[config.mk]
export PLATFORM = sky130hd
export DESIGN_NAME = stopOscGate
export DESIGN_NICKNAME = d
export VERILOG_FILES = /design/src/rtl/stopOscGatePkg.sv /design/src/rtl/oscGateCtrl.sv /design/src/rtl/oscGateDp.sv /design/src/rtl/stopOscGate.sv
export SDC_FILE = /design/constraint.sdc
export NUM_CORES = 1
export LEC_CHECK = 0
export CAP_MARGIN = 40
export CORE_AREA = 10 10 47 49
export DETAILED_ROUTE_END_ITERATION = 10
export DIE_AREA = 0 0 57 59
export DONT_BUFFER_PORTS = 1
export HOLD_SLACK_MARGIN = 0.03
export SKIP_CTS_REPAIR_TIMING = 1
export SLEW_MARGIN = 40
export SYNTH_ARGS = -nofsm -noshare
export SYNTH_HDL_FRONTEND = slang
export SYNTH_HIERARCHICAL = 1
export SYNTH_SLANG_ARGS = --single-unit
[constraint.sdc]
create_clock -name clk -period 1.7 [get_ports clk]
set_clock_uncertainty 0.15 [all_clocks]
set_input_delay 0.255 -clock clk [delete_from_list [all_inputs] [get_ports clk]]
set_output_delay 0.255 -clock clk [all_outputs]
set_load 0.01 [all_outputs]
[src/rtl/stopOscGatePkg.sv]
package stopOscGatePkg;
  localparam int unsigned DEF_NUM_PERIPH = 4;
  localparam logic [DEF_NUM_PERIPH-1:0] DEF_WAKE_MASK = 4'b1011;
endpackage

[src/rtl/oscGateCtrl.sv]
module oscGateCtrl #(
  parameter int unsigned NUM_PERIPH = 4,
  parameter logic [NUM_PERIPH-1:0] WAKE_MASK = '1,
  parameter type strobeT = logic
) (
  input  logic                  clk,
  input  logic                  rstN,
  input  logic                  stopMode,
  input  logic [NUM_PERIPH-1:0] periphReq,
  input  logic [NUM_PERIPH-1:0] frameDone,
  input  logic [NUM_PERIPH-1:0] wakeMatch,
  input  logic [NUM_PERIPH-1:0] grantVec,
  output strobeT                strobes
);
  logic [NUM_PERIPH-1:0] blocked, blockedNext, idleEnd, wakeEnd;
  logic wakeLatch, wakeHit;

  always_comb begin
    idleEnd = frameDone & ~wakeMatch;
    wakeEnd = frameDone & wakeMatch & grantVec;
    wakeHit = stopMode & (|wakeEnd);
    blockedNext = {NUM_PERIPH{stopMode}} & periphReq & (blocked | idleEnd);
    strobes.setMask = {NUM_PERIPH{stopMode}} & WAKE_MASK & periphReq & ~blocked & ~idleEnd;
    strobes.clrMask = {NUM_PERIPH{~stopMode}} | idleEnd | ~periphReq;
    strobes.runMode = ~stopMode;
    strobes.keepOsc = stopMode & (wakeLatch | wakeHit);
  end

  always_ff @(posedge clk or negedge rstN) begin
    if (!rstN) begin
      blocked   <= '0;
      wakeLatch <= 1'b0;
    end else begin
      blocked   <= blockedNext;
      wakeLatch <= stopMode & (wakeLatch | wakeHit);
    end
  end
endmodule

[src/rtl/oscGateDp.sv]
module oscGateDp #(
  parameter int unsigned NUM_PERIPH = 4,
  parameter type strobeT = logic
) (
  input  logic                  clk,
  input  logic                  rstN,
  input  strobeT                strobes,
  input  logic                  oscReady,
  output logic [NUM_PERIPH-1:0] grantVec,
  output logic                  oscEnable,
  output logic [NUM_PERIPH-1:0] periphClkEn,
  output logic                  wakeReq
);
  logic [NUM_PERIPH-1:0] grantNext;

  always_comb grantNext = strobes.setMask | (grantVec & ~strobes.clrMask);

  always_ff @(posedge clk or negedge rstN) begin
    if (!rstN) begin
      grantVec  <= '0;
      oscEnable <= 1'b1;
      wakeReq   <= 1'b0;
    end else begin
      grantVec  <= grantNext;
      oscEnable <= strobes.runMode | (|grantNext) | strobes.keepOsc;
      wakeReq   <= strobes.keepOsc;
    end
  end

  for (genvar i = 0; i < NUM_PERIPH; i++) begin : gClkEn
    always_ff @(posedge clk or negedge rstN) begin
      if (!rstN) periphClkEn[i] <= 1'b1;
      else       periphClkEn[i] <= strobes.runMode | (grantNext[i] & oscReady);
    end
  end
endmodule

[src/rtl/stopOscGate.sv]
module stopOscGate
  import stopOscGatePkg::*;
#(
  parameter int unsigned NUM_PERIPH = DEF_NUM_PERIPH,
  parameter logic [NUM_PERIPH-1:0] WAKE_MASK = DEF_WAKE_MASK
) (
  input  logic                  clk,
  input  logic                  rstN,
  input  logic                  stopMode,
  input  logic [NUM_PERIPH-1:0] periphReq,
  input  logic [NUM_PERIPH-1:0] frameDone,
  input  logic [NUM_PERIPH-1:0] wakeMatch,
  input  logic                  oscReady,
  output logic                  oscEnable,
  output logic [NUM_PERIPH-1:0] periphClkEn,
  output logic                  wakeReq
);
  typedef struct packed {
    logic [NUM_PERIPH-1:0] setMask;
    logic [NUM_PERIPH-1:0] clrMask;
    logic                  runMode;
    logic                  keepOsc;
  } gateStrobeT;

  gateStrobeT strobes;
  logic [NUM_PERIPH-1:0] grantVec;

  oscGateCtrl #(.NUM_PERIPH(NUM_PERIPH), .WAKE_MASK(WAKE_MASK), .strobeT(gateStrobeT)) uCtrl (
    .clk(clk), .rstN(rstN), .stopMode(stopMode), .periphReq(periphReq),
    .frameDone(frameDone), .wakeMatch(wakeMatch), .grantVec(grantVec), .strobes(strobes)
  );

  oscGateDp #(.NUM_PERIPH(NUM_PERIPH), .strobeT(gateStrobeT)) uDp (
    .clk(clk), .rstN(rstN), .strobes(strobes), .oscReady(oscReady),
    .grantVec(grantVec), .oscEnable(oscEnable), .periphClkEn(periphClkEn), .wakeReq(wakeReq)
  );
endmodule

==> impl_metrics.env <==
export IMPL_clock_path_buffers=2
export IMPL_fill_cells=130
export IMPL_cts_buffers=3
export IMPL_multi_input_area_um2=226
export IMPL_syn_area_per_cell_um2=11.0
export IMPL_crit_family="compound AO/OA/AOI/OAI gates"
export IMPL_hold_path_class="input pin to flop"
export IMPL_die_w_um=57
export IMPL_worst_hold_slack_ns=0.0573
export IMPL_top_usage_layer="met2"
export IMPL_p_clk_share_pct=30.1
export IMPL_grt_max_degree=15
export IMPL_fin_area_um2=761
export IMPL_ant_nets=0
export IMPL_status="complete, no violations"
export IMPL_setup_slack_ns=0.0274
export IMPL_swShare_pct=23.9
export IMPL_ys_top_cells_by_area="dfrtp_1 (36%), dfstp_2 (21%), a21o_1 (8.4%)"
export IMPL_antenna_cells=0
export IMPL_arrival_ns=1.71
export IMPL_hold_viol=0
export IMPL_setup_tns_final_ns=0
export IMPL_max_cap_viol_count=0
export IMPL_cts_root_buf="clkbuf_4"
export IMPL_grt_pass1_vias=420
export IMPL_syn_num_nets=73
export IMPL_slew_headroom_pct=59.2
export IMPL_intPower_mw=0.491
export IMPL_finalNonFillerCells=85
export IMPL_portBuffers=0
export IMPL_tritoncts="built"
export IMPL_cts_sinks=14
export IMPL_insertion_delay_ns=0.27
export IMPL_fin_crit_sh_pct=98.4
export IMPL_grt_overflow_total=0
export IMPL_htree_levels=1
export IMPL_dpl_cell_area_um2=637
export IMPL_grtUsageMet1_pct=7.53
export IMPL_placed_cells_incl_taps=72
export IMPL_switching_power_mw=0.154
export IMPL_worstSetupPathType="flop to flop"
export IMPL_routed_wl_mm=1.37
export IMPL_synth_top_area_cell="dfrtp_1"
export IMPL_syn_area_um2=628
export IMPL_seqPwrFrac_pct=58.4
export IMPL_grt_antenna_before_repair=0
export IMPL_track_usage_pct=7.36
export IMPL_die_area_um2=3360
export IMPL_grt_pass1_wl_mm=1.89
export IMPL_met3_usage_pct=5.15
export IMPL_leakagePower_nw=0.384
export IMPL_netlist_instances=57
export IMPL_critPathMaxFanout=2
export IMPL_synth_seq_cells=14
export IMPL_fmax_ghz=0.598
export IMPL_dieHeight_um=59
export IMPL_yosys_area_top_type_share_pct=35.9
export IMPL_ir_drop_mv=0.471
export IMPL_vias=448
export IMPL_detail_route_wl_per_cell_um=16.1
export IMPL_io_pins=22
export IMPL_core_um2=1400
export IMPL_comb_power_share_pct=11.5
export IMPL_path_buf_inv=0
export IMPL_synthToLayoutAreaGrowth_pct=21.1
export IMPL_synth_seq_area_share_pct=56.8
export IMPL_grtUsageMet2_pct=10.5
export IMPL_yosysWarningCount=6
export IMPL_pre_cts_slack_ns=0.0213
export IMPL_via_per_inst=5.27
export IMPL_num_rows=14
export IMPL_worstSetupEndpointType="flop"
export IMPL_drive_gt1_share_pct=20.3
export IMPL_synth_cell_types=18
export IMPL_powerDensity_nw_per_um2=848
export IMPL_nets=86
export IMPL_max_stage_delay_ns=0.40
export IMPL_drt_iter0_markers=4
export IMPL_drc=0
export IMPL_finalSetupViolations=0
export IMPL_cp_required_ns=1.74
export IMPL_ff_latch_area_um2=357
export IMPL_drv_slew=0
export IMPL_place_congestion=0.703
export IMPL_initial_core_util_pct=44.8
export IMPL_period_needed_ns=1.67
export IMPL_dp_final_hpwl_mm=1.01
export IMPL_startpoint_type="flop"
export IMPL_worst_slew_pin_slew_ns=0.610
export IMPL_slowest_stage="or4_1"
export IMPL_first_pass_iters=4
export IMPL_cp_cell_sequence="a31oi_1 > a41oi_2 > a2111o_1 > or4_1"
export IMPL_clkTransAtPathRegs_ns=0.09
[power by group through the flow]
stage	combinational (mW)	sequential [mW]	clock, mW
2_1_floorplan	0.0452	0.380	0
3_3_place_gp	0.0496	0.383	0
3_5_place_dp	0.0507	0.383	0
4_1_cts	0.0507	0.378	0.206
5_1_grt	0.0826	0.380	0.221
6_report	0.0741	0.377	0.194
[final timing paths]
check	start	to	slack [ns]	cells after the start
setup reg to reg	uCtrl/wakeLatch	uDp/oscEnable	0.03	4
hold / removal	wakeMatch[1]	uCtrl/blocked[1]	0.06	2
min in group asynchronous	rstN	uCtrl/blocked[3]	0.27	1
hold reg to reg	uDp/grantVec[1]	uDp/grantVec[1]	0.39	1
setup / recovery	uCtrl/wakeLatch	uDp/oscEnable	0.03	4
max in group asynchronous	rstN	uCtrl/blocked[0]	0.73	1
[cell usage after synthesis (all sizes together)]
library cell and instances:
a21o 8, a31oi 1, or4 1, buf 2, inv 9, nand2 3
o211ai 1, a2111o 1, nand3 6, dfstp 5, conb 1, nor3b 3
dfrtp 9, nand2b 3, a21oi 3, a41oi 1
[flip-flops by register name, summed over array words and instances, names as in the netlist]
name and count:
uDp/grantVec 4, uDp/periphClkEn 4, uCtrl/blocked 3, uCtrl/wakeLatch 1, uDp/oscEnable 1, uDp/wakeReq 1
[placed cells by master (no fill, tap or decap), drive strengths merged]
master | Yosys | final
a2111o | 1 | 1
a21o | 8 | 8
a21oi | 3 | 3
a31oi | 1 | 1
a41oi | 1 | 1
buf | 2 | 1
clkbuf | 0 | 4
conb | 1 | 1
dfrtp | 9 | 9
dfstp | 5 | 5
dlygate4sd3 | 0 | 9
inv | 9 | 9
nand2 | 3 | 3
nand2b | 3 | 3
nand3 | 6 | 6
nor3b | 3 | 3
o211ai | 1 | 1
or4 | 1 | 1
[final cells by class]
class | count | share of cell area (%)
timing repair buffer | 10 | 12.8
inverter | 9 | 4.44
tap | 16 | 2.63
clock buffer | 4 | 3.45
sequential | 14 | 46.9
multi-input combinational | 32 | 29.8
[worst reg2reg max path, delay by kind of cell (launching register included)]
family,cells,cell delay [ns]
compound gates,3,0.66
flops,1,0.38
simple gates,1,0.40
[kinds of logic (layout without fill, tap and decap cells)]
family	count (synthesis)	after routing	share of synthesized area (%)
compound gates	15	15	17.5
flops	14	14	56.8
simple gates	16	16	16.7
buf+inv	11	23	8.37
other cells	1	1	0.597
[metal layers]
metal  part of all wire [%]  up-vias
li1                       -      216
met1                     38      215
met2                     47       15
met3                     15        2
met4                   0.59        0
met5                      0        -
[stage by stage]
stage                     total power [mW]  utilization, %
after floorplan                      0.425               -
after global placement               0.433            45.4
after detailed placement             0.434            45.4
after CTS                            0.634            47.3
after global routing                 0.683            54.3
final                                0.645            54.3
(Power assumes the default switching activity.)
